==> config.mk <==
export PLATFORM = sky130hd
export DESIGN_NAME = fm0_dpll
export DESIGN_NICKNAME = d
export VERILOG_FILES = /design/src/rtl/fm0_dpll_pkg.sv /design/src/rtl/fm0_edge_det.sv /design/src/rtl/fm0_phase_ctr.sv /design/src/rtl/fm0_cell_dec.sv /design/src/rtl/fm0_dpll.sv
export SDC_FILE = /design/constraint.sdc
export NUM_CORES = 1
export LEC_CHECK = 0
export BUFFER_PORTS_ARGS = -buffer_cell sky130_fd_sc_hd__buf_2
export CORE_MARGIN = 5
export CORE_UTILIZATION = 54
export DETAILED_ROUTE_END_ITERATION = 6
export PLACE_DENSITY = 0.85
export SETUP_SLACK_MARGIN = 0.02
export SYNTH_ARGS = -nofsm -noshare
export SYNTH_HDL_FRONTEND = slang
export SYNTH_SLANG_ARGS = --single-unit
==> constraint.sdc <==
create_clock -name clk -period 2.71 [get_ports clk]
set_clock_uncertainty 0.1 [all_clocks]
set_input_delay 0.542 -clock clk [delete_from_list [all_inputs] [get_ports clk]]
set_output_delay 0.542 -clock clk [all_outputs]
set_load 0.02 [all_outputs]
==> src/rtl/fm0_dpll_pkg.sv <==
package fm0_dpll_pkg;
    typedef enum logic [1:0] {
        ST_OFF   = 2'd0,
        ST_HUNT  = 2'd1,
        ST_TRACK = 2'd2
    } dpll_state_e;
endpackage

==> src/rtl/fm0_edge_det.sv <==
module fm0_edge_det (
    input  logic clk,
    input  logic rst_n,
    input  logic line_i,
    output logic edge_o
);
    logic prev_q;

    always_ff @(posedge clk or negedge rst_n) begin
        if (!rst_n) prev_q <= 1'b0;
        else        prev_q <= line_i;
    end

    assign edge_o = line_i ^ prev_q;
endmodule

==> src/rtl/fm0_phase_ctr.sv <==
module fm0_phase_ctr #(
    parameter int OSR = 16,
    parameter int CW  = $clog2(OSR)
) (
    input  logic          clk,
    input  logic          rst_n,
    input  logic          load_i,
    input  logic          run_i,
    input  logic          edge_i,
    output logic [CW-1:0] cnt_o,
    output logic          wrap_o
);
    localparam int QTR = OSR / 4;

    logic        early, late;
    logic [1:0]  step;
    logic [CW:0] sum;

    always_comb begin
        early = edge_i && (cnt_o >= CW'(OSR - QTR)) && (cnt_o <= CW'(OSR - 2));
        late  = edge_i && (cnt_o >= CW'(2)) && (cnt_o <= CW'(QTR - 1));
        if (early)     step = 2'd2;
        else if (late) step = 2'd0;
        else           step = 2'd1;
        sum    = {1'b0, cnt_o} + {{(CW-1){1'b0}}, step};
        wrap_o = run_i && sum[CW];
    end

    always_ff @(posedge clk or negedge rst_n) begin
        if (!rst_n)      cnt_o <= '0;
        else if (load_i) cnt_o <= CW'(1);
        else if (run_i)  cnt_o <= sum[CW-1:0];
        else             cnt_o <= '0;
    end

    // a running counter never moves by more than two counts
    assert_step_bound_R6: assert property (@(posedge clk) disable iff (!rst_n)
        (run_i && !load_i) |=> (CW'(cnt_o - $past(cnt_o)) <= CW'(2)));
    // with no edge the counter advances by exactly one
    assert_quiet_advance_R7: assert property (@(posedge clk) disable iff (!rst_n)
        (run_i && !load_i && !edge_i) |=> (cnt_o == CW'($past(cnt_o) + CW'(1))));
endmodule

==> src/rtl/fm0_cell_dec.sv <==
module fm0_cell_dec #(
    parameter int OSR        = 16,
    parameter int CW         = $clog2(OSR),
    parameter int MISS_LIMIT = 2
) (
    input  logic          clk,
    input  logic          rst_n,
    input  logic          start_i,
    input  logic          run_i,
    input  logic          edge_i,
    input  logic [CW-1:0] cnt_i,
    input  logic          wrap_i,
    output logic          bit_o,
    output logic          valid_o,
    output logic          drop_o
);
    localparam int QTR = OSR / 4;
    localparam int MW  = $clog2(MISS_LIMIT + 1);

    logic          mid_seen, bnd_hit, mid_win, chk_pt;
    logic [MW-1:0] miss_q;

    always_comb begin
        mid_win = (cnt_i >= CW'(QTR)) && (cnt_i <= CW'(OSR - QTR - 1));
        chk_pt  = run_i && (cnt_i == CW'(OSR / 2));
        drop_o  = chk_pt && !bnd_hit && (miss_q == MW'(MISS_LIMIT - 1));
    end

    always_ff @(posedge clk or negedge rst_n) begin
        if (!rst_n) begin
            mid_seen <= 1'b0;
            bnd_hit  <= 1'b0;
            miss_q   <= '0;
            valid_o  <= 1'b0;
            bit_o    <= 1'b0;
        end else if (start_i) begin
            mid_seen <= 1'b0;
            bnd_hit  <= 1'b1;
            miss_q   <= '0;
            valid_o  <= 1'b0;
        end else if (!run_i) begin
            mid_seen <= 1'b0;
            bnd_hit  <= 1'b0;
            miss_q   <= '0;
            valid_o  <= 1'b0;
        end else begin
            valid_o <= wrap_i;
            if (wrap_i) bit_o <= ~mid_seen;
            if (wrap_i)                 mid_seen <= 1'b0;
            else if (edge_i && mid_win) mid_seen <= 1'b1;
            if (chk_pt) begin
                bnd_hit <= 1'b0;
                miss_q  <= bnd_hit ? '0 : miss_q + MW'(1);
            end else if (edge_i && !mid_win) begin
                bnd_hit <= 1'b1;
            end
        end
    end

    // the strobe never lasts two cycles
    assert_valid_single_R5: assert property (@(posedge clk) disable iff (!rst_n)
        valid_o |=> !valid_o);
endmodule

==> src/rtl/fm0_dpll.sv <==
module fm0_dpll
    import fm0_dpll_pkg::*;
#(
    parameter int OSR        = 16,
    parameter int MISS_LIMIT = 2
) (
    input  logic clk,
    input  logic rst_n,
    input  logic rx_line,
    input  logic search_cmd,
    input  logic disable_cmd,
    output logic rclk,
    output logic bit_data,
    output logic bit_valid,
    output logic locked
);
    localparam int CW = $clog2(OSR);

    dpll_state_e   state, nxt;
    logic          line_edge, load, run, wrap, drop;
    logic [CW-1:0] cnt;

    fm0_edge_det u_edge (
        .clk(clk), .rst_n(rst_n), .line_i(rx_line), .edge_o(line_edge)
    );

    fm0_phase_ctr #(.OSR(OSR), .CW(CW)) u_ctr (
        .clk(clk), .rst_n(rst_n), .load_i(load), .run_i(run),
        .edge_i(line_edge), .cnt_o(cnt), .wrap_o(wrap)
    );

    fm0_cell_dec #(.OSR(OSR), .CW(CW), .MISS_LIMIT(MISS_LIMIT)) u_dec (
        .clk(clk), .rst_n(rst_n), .start_i(load), .run_i(run),
        .edge_i(line_edge), .cnt_i(cnt), .wrap_i(wrap),
        .bit_o(bit_data), .valid_o(bit_valid), .drop_o(drop)
    );

    always_ff @(posedge clk or negedge rst_n) begin
        if (!rst_n) state <= ST_OFF;
        else        state <= nxt;
    end

    always_comb begin
        nxt = state;
        unique case (state)
            ST_OFF:   if (search_cmd) nxt = ST_HUNT;
            ST_HUNT:  if (line_edge && !search_cmd) nxt = ST_TRACK;
            ST_TRACK: if (search_cmd || drop) nxt = ST_HUNT;
            default:  nxt = ST_OFF;
        endcase
        if (disable_cmd) nxt = ST_OFF;
    end

    always_comb begin
        locked = (state == ST_TRACK);
        load   = (state == ST_HUNT) && line_edge && !search_cmd && !disable_cmd;
        run    = locked && !search_cmd && !disable_cmd;
        rclk   = locked && (cnt < CW'(OSR / 2));
    end

    // disable wins over everything
    assert_disable_R9: assert property (@(posedge clk) disable iff (!rst_n)
        disable_cmd |=> (!locked && !bit_valid));
    // an accepted search edge yields lock in the first half of a cell
    assert_lock_on_edge_R3: assert property (@(posedge clk) disable iff (!rst_n)
        load |=> (locked && rclk));
    // a search command while tracking releases lock
    assert_rehunt_R10: assert property (@(posedge clk) disable iff (!rst_n)
        (search_cmd && locked) |=> !locked);
    // a lost-lock decision takes effect on the next cycle
    assert_drop_R8: assert property (@(posedge clk) disable iff (!rst_n)
        drop |=> !locked);
    // no recovered clock while not tracking
    assert_rclk_idle_R11: assert property (@(posedge clk) disable iff (!rst_n)
        !locked |-> !rclk);
    // strobes come only from cells timed while tracking
    assert_valid_from_track_R2: assert property (@(posedge clk) disable iff (!rst_n)
        bit_valid |-> $past(locked));
endmodule

==> metrics.cfg, run 1 <==
[critical_path]
r2r_slack_ns=0.61
timing.rr.start=u_ctr.cnt_o[3]$_DFF_PN0_
path_max_fanout=6
worstSetupPathType=reg -> reg
startpoint_type=flop
r2r.worst_path.cells=7
worstPathRequired_ns=2.82
crit_path_end_kind=flop
critical_path_arrival_ns=2.21
r2r_end=u_dec.mid_seen$_DFFE_PN0P_

[run_status]
status=finished, final reports clean

[clock_network]
clock_latency_ns=0.28
cts_resized=0
cts_buffer_depth=2
post-cts-setup-buffers=0
cts_buffers=3
clock_sinks=13
ctsRootBufferMaster=clkbuf_4
path_clk_slew_ns=0.08
cts_tree=built
h-tree-depth=1
cts_hold_buffers=0

[sta]
period_minus_slack_ns=2.10
slew_viol_final=0
finalSetupViolations=0
min_period_over_period_pct=77.4
worstMarginPinSlew_ns=0.440
tns_ns=0
hold_violations=0
max_slew_margin_pct=70.6
rsz0062_at_grt=false
fmax_mhz=476

[global_route]
busiest_layer=met2
grt-ovfl-total=0
grt_antenna_before_repair=0
gr-usage-met2_pct=21.1
met3_usage_pct=2.30
grtUsageMet1_pct=18.6
grt_pass1_vias=509
grt_usage_pct=14.2
grt_pass1_wl_mm=2.16
grt_max_degree=14

[final_layout]
nets=91
stdcell_count=93
drive_gt1_share_pct=20.5
n_antenna_cell=0
finalInstanceArea_um2=805
area_growth_pct=10.1

[yosys]
yosysUniqueCellTypes=25
synth-seq-area-share_pct=44.5
syn_avg_cell_area_um2=10.9
synth_fa_ha_area_share_pct=13.0
synth-simple-area-share_pct=20.5
syn_nets=79
yosysWarningCount=0
synth_top_area_share_pct=44.5
synth_area_um2=731
ys_top_cells_by_area=dfrtp_1, ha_1, nor2_1, a21oi_1, nor3b_2
synthXorXnorAreaFrac_pct=2.40
synth-seq-cells=13
postSynthCellCount=67
synth_top_family_by_area=simple AND/OR/NAND/NOR gates
synth-compound-area-share_pct=12.7
synth_mux_area_share_pct=2.74
synth_largest_area_cell=dfrtp_1

[pwr]
power_frac_clock_pct=35.3
pwr-share-comb_pct=6.3
internal_power_uw=263
power_leakage_uw=0.000385
seq_power_share_pct=58.3
cellPowerDensity_nw_per_um2=428
swShare_pct=23.7
switchingPower_uw=81.6
vdd_drop_max_v=0.000253

[job]
drv_cap=0

[placement]
dpl-instance-area_um2=778
dpl.cell_count=89
place.gp.congestion=0.726
hpwl_um=926
port_buffers=8

[drt]
wl_per_cell_um=13.0
routed_via_density=5.45
drt_iter0_drc=4
ant_nets=0
drc=0
routed_wl_mm=1.21
via_count=507
dr.pass1.iters=3

[hold_path]
worstHoldPathType=in -> async

[floorplanning]
die_h_um=46.8
ios=9
initial_utilization_pct=56.9
die_w_um=46.8
coreArea_um2=1280
num_rows=13
die_area_um2=2190

==> Yosys cell counts <==
cell      count
a21boi_0      1
a21oi_1       5
a221o_1       1
and2_1        3
and3_1        1
and3b_1       1
buf_6         1
dfrtp_1      13
fa_1          1
ha_1          6
inv_1         5
mux2i_1       2
nand2_1       1
nand3b_1      1
nand4b_1      2
nor2_1        8
nor2b_1       2
nor3b_2       2
o21ai_0       2
o21ai_1       3
o31ai_2       2
or3_1         1
or4b_4        1
xnor2_1       1
xor2_1        1
==> stage by stage <==
stage | setup slack, ns | hold WS [ns] | utilization (%) | total power [uW]
after floorplan | 0.698 | 0.146 | - | 216
after global placement | 0.480 | 0.342 | 60.6 | 227
after detailed placement | 0.405 | 0.342 | 60.6 | 227
after CTS | 0.592 | 0.0419 | 62.6 | 346
after global routing | 0.410 | 0.0499 | 62.6 | 359
final | 0.611 | 0.0308 | 62.6 | 345
==> layout make-up <==
type / count / area (um^2)
clock buffers: 4 / 26.3
fillers: 105 / 480
inverters: 5 / 18.8
multi-input cells: 48 / 375
flip-flops and latches: 13 / 325
well taps: 15 / 18.8
repair buffers: 8 / 40.0
==> registers in the layout, indices dropped and copies added, names as in the netlist <==
register	flops
u_dec.miss_q	2
u_dec.mid_seen	1
u_edge.prev_q	1
u_ctr.cnt_o	4
u_dec.bit_o	1
state	2
u_dec.bnd_hit	1
u_dec.valid_o	1
==> power by group through the flow <==
| stage | clock [uW] | combinational (uW) | sequential, uW |
|---|---|---|---|
| final | 122 | 21.8 | 201 |
| after global placement | 0 | 21.9 | 205 |
| after global routing | 132 | 25.3 | 202 |
| after CTS | 123 | 22.5 | 201 |
| after detailed placement | 0 | 22.3 | 205 |
| after floorplan | 0 | 12.2 | 204 |
==> routing by layer <==
metal | vias up | routed length [um]
li1 | 252 | -
met1 | 243 | 562
met3 | 5 | 43
met5 | - | 0
met4 | 0 | 39
met2 | 7 | 560
==> placed cells by master, fill, tap and decap left out <==
cell type	synthesis	routed
a21boi_0	1	1
a21oi_1	5	5
a221o_1	1	1
and2_1	3	3
and3_1	1	1
and3b_1	1	1
buf_2	0	8
clkbuf_1	0	1
clkbuf_4	0	3
dfrtp_1	13	13
fa_1	1	1
ha_1	6	6
inv_1	5	5
mux2i_1	2	2
nand2_1	1	1
nand3b_1	1	1
nand4b_1	2	2
nor2_1	8	8
nor2b_1	2	2
nor3b_2	2	2
o21ai_0	2	2
o21ai_1	3	3
o31ai_2	2	2
or3_1	1	1
or4b_4	1	1
xnor2_1	1	1
xor2_1	1	1
==> critical path, cell delays in order (launching register included) <==
cell and delay, ns:
dfrtp_1 0.43, ha_1 0.21, a21boi_0 0.21, o21ai_0 0.12, ha_1 0.24, fa_1 0.40
nand2_1 0.15, nor3b_2 0.17
==> cells by family after synthesis <==
logic type | after synthesis
and+or+nand+nor | 23
AOI/OAI and AO/OA | 14
DFF | 13
adders and majority gates | 7
buffers and inverters | 6
xor gates and xnor gates | 2
muxes | 2
==> worst max-delay path by stage <==
stage                                   from                          to  slack, ns
floorplan                            rx_line  u_dec.mid_seen$_DFFE_PN0P_       0.70
global placement                     rx_line  u_dec.mid_seen$_DFFE_PN0P_       0.48
detailed placement                   rx_line     u_dec.bit_o$_DFFE_PN0P_       0.40
CTS                 u_ctr.cnt_o[3]$_DFF_PN0_     u_dec.bit_o$_DFFE_PN0P_       0.59
global route        u_ctr.cnt_o[3]$_DFF_PN0_     u_dec.bit_o$_DFFE_PN0P_       0.41
finish              u_ctr.cnt_o[3]$_DFF_PN0_  u_dec.mid_seen$_DFFE_PN0P_       0.61
Note: power is estimated with default switching activity, not from simulation.
==> run 2: changes to the inputs <==
- clock period: 2.71 -> 2.1 ns (I/O delays scaled with it)
==> run 2 against run 1 <==
  * Final cell count grew 4.3%
  * Clock power grew 23%
  * Routed wire length grew 16%
  * Die area is the same
  * Maximum frequency grew 6.1%
  * Setup slack lost 0.49 ns
  * Register-to-register slack lost 0.49 ns
  * Power grew 29%
  * Highest routed layer unchanged
==> metrics.cfg, run 2 (synthesis gave the netlist of run 1 again) <==
[floorplanning]
ios=9  ; unchanged
num_rows=13  ; unchanged
die_h_um=46.8  ; unchanged
die_area_um2=2190  ; unchanged
coreArea_um2=1280  ; unchanged
initial_utilization_pct=56.9  ; unchanged
die_w_um=46.8  ; unchanged

[clock_network]
path_clk_slew_ns=0.07  ; about the same
cts_buffer_depth=2  ; unchanged
clock_latency_ns=0.27  ; about the same
cts_buffers=3  ; unchanged
clock_sinks=13  ; unchanged
cts_tree=built
h-tree-depth=1  ; unchanged
ctsRootBufferMaster=clkbuf_4

[pwr]
finalPower_uw=443  ; +29%
seq_power_share_pct=58.5  ; +0.2 points
cellPowerDensity_nw_per_um2=516  ; +21%
switchingPower_uw=100  ; +23%
power_frac_clock_pct=33.8  ; -1.5 points
internal_power_uw=343  ; +30%
power_leakage_uw=0.000402  ; +4.4%
swShare_pct=22.6  ; -1.1 points
pwr-share-comb_pct=7.7  ; +1.4 points
vdd_drop_max_v=0.000383  ; +51%

[job]
drv_cap=0  ; unchanged

[global_route]
grt-ovfl-total=0  ; unchanged
grt_antenna_before_repair=0  ; unchanged
grt_pass1_wl_mm=2.31  ; +7.0%
grt_pass1_vias=536  ; +5.3%
grt_max_degree=14  ; unchanged
grt_usage_pct=15.4  ; +1.3 points

[critical_path]
crit_path_end_kind=flop
cpPeakStageDelay_ns=0.42  ; about the same
startpoint_type=flop
crit_chain=ha_2, a21boi_2, and2_1, ha_1, a21oi_1, or3_1, a21oi_1
crit_top_cell=a21oi_1
crit_path_top_delay_cell=dfrtp_1
path_max_fanout=5  ; -1
critPathTopFamily=simple AND/OR/NAND/NOR gates
critical_path_arrival_ns=2.08  ; -0.13 ns
worstPathRequired_ns=2.20  ; -0.62 ns
critical_path_buf_inv_count=0  ; unchanged
worstSetupPathType=reg -> reg

[run_status]
status=finished, final reports clean

[placement]
port_buffers=8  ; unchanged
place.gp.congestion=0.770  ; +6.1%
hpwl_um=986  ; +6.5%

[sta]
min_period_over_period_pct=94.2  ; +17 points
max_slew_margin_pct=70.7  ; +0.12 points
worstMarginPinSlew_ns=0.438  ; -0.00184 ns
rsz0062_at_grt=false
hold_ws_ns=0.185  ; +0.154 ns
period_minus_slack_ns=1.98  ; -0.120 ns
fmax_mhz=505  ; +6.1%
slew_viol_final=0  ; unchanged
finalSetupViolations=0  ; unchanged
hold_violations=0  ; unchanged

[drt]
drt_iter0_drc=9  ; +5
drt-met1-wl_um=568  ; +1.1%
dr.pass1.iters=4  ; +1
wl_met2_um=730  ; +30%
wl_met3_um=67  ; +56%
routed_wl_mm=1.39  ; +16%
drc=0  ; unchanged
via_count=540  ; +6.5%
wl_per_cell_um=14.4  ; +11%
routed_via_density=5.57  ; +2.1%
ant_nets=0  ; unchanged
dr.max_layer_used=met4

[final_layout]
area_growth_pct=17.5
nets=95  ; +4.4%
layout_commonest_cell=dfrtp_1
layout_common_cells=dfrtp_1, nor2_1, buf_2
largest_reg_flops=4  ; unchanged
top_register=u_ctr.cnt_o
drive_gt1_share_pct=32.9  ; +12 points
n_antenna_cell=0  ; unchanged
reg.largest.list=u_ctr.cnt_o (4), state (2), u_dec.miss_q (2)

[hold_path]
worstHoldPathType=in -> reg

[run 2: cell types whose count changed in the layout (fill, tap and decap cells not counted), sizes merged]
cell         change
buf              +3
dlygate4sd3      +1
[run 2: area by class of cell]
class,count,area (um^2)
Timing Repair Buffer,12,72.6
Sequential cell,13,325
Clock buffer,4,26.3
Fill cell,101,427
Tap cell,15,18.8
Multi-Input combinational cell,48,397
Inverter,5,18.8
[run 2: worst register-to-register path, cell delays in order, from the launching register on]
cell	delay, ns
dfrtp_1	0.42
ha_2	0.21
a21boi_2	0.17
and2_1	0.20
ha_1	0.28
a21oi_1	0.07
or3_1	0.31
a21oi_1	0.14
[run 2: what timing repair did]
action,CTS,global route
setup buffers,1,1
resized for setup,1,9
gates cloned,0,0
hold endpoints to repair,13,0
hold buffers,1,0
pin swaps,0,2
endpoints found under the setup margin,3,6
[run 2: power by group through the flow]
stage               Clock [uW]  Combinational (uW)  Sequential, uW
floorplan                    0                15.8             263
finish                     150                33.9             259
CTS                        160                33.8             259
global placement             0                31.1             264
global route               173                38.0             260
detailed placement           0                32.1             264
[run 2: metrics by stage]
step | setup TNS (ns) | worst slack [ns] | cells | area [um^2] | utilization, %
final | 0 | 0.121 | 97 | 858 | 66.8
after CTS | 0 | 0.0317 | 96 | 830 | 64.6
after floorplan | 0 | 0.196 | 67 | 731 | -
after detailed placement | -0.0463 | -0.0279 | 90 | 786 | 61.1
after global placement | 0 | 0.132 | 90 | 786 | 61.1
after global routing | 0 | 0.0412 | 97 | 858 | 66.8
[run 2: path summary, 6_finish.rpt]
check	from	end	slack, ns	depth (start not counted)
min in group asynchronous	rst_n	u_dec.valid_o$_DFF_PN0_	0.47	2
min reg2reg	u_dec.mid_seen$_DFFE_PN0P_	u_dec.bit_o$_DFFE_PN0P_	0.39	1
max	u_ctr.cnt_o[3]$_DFF_PN0_	u_ctr.cnt_o[3]$_DFF_PN0_	0.12	7
min	rx_line	u_edge.prev_q$_DFF_PN0_	0.18	1
max in group asynchronous	rst_n	u_ctr.cnt_o[3]$_DFF_PN0_	1.21	2
max reg2reg	u_ctr.cnt_o[3]$_DFF_PN0_	u_ctr.cnt_o[3]$_DFF_PN0_	0.12	7
[run 2: routing by layer]
metal  vias up  GRT usage [%]
li1        264              -
met1       259           19.2
met2        13           24.1
met3         4           2.30
met4         0           11.6
met5         -              0
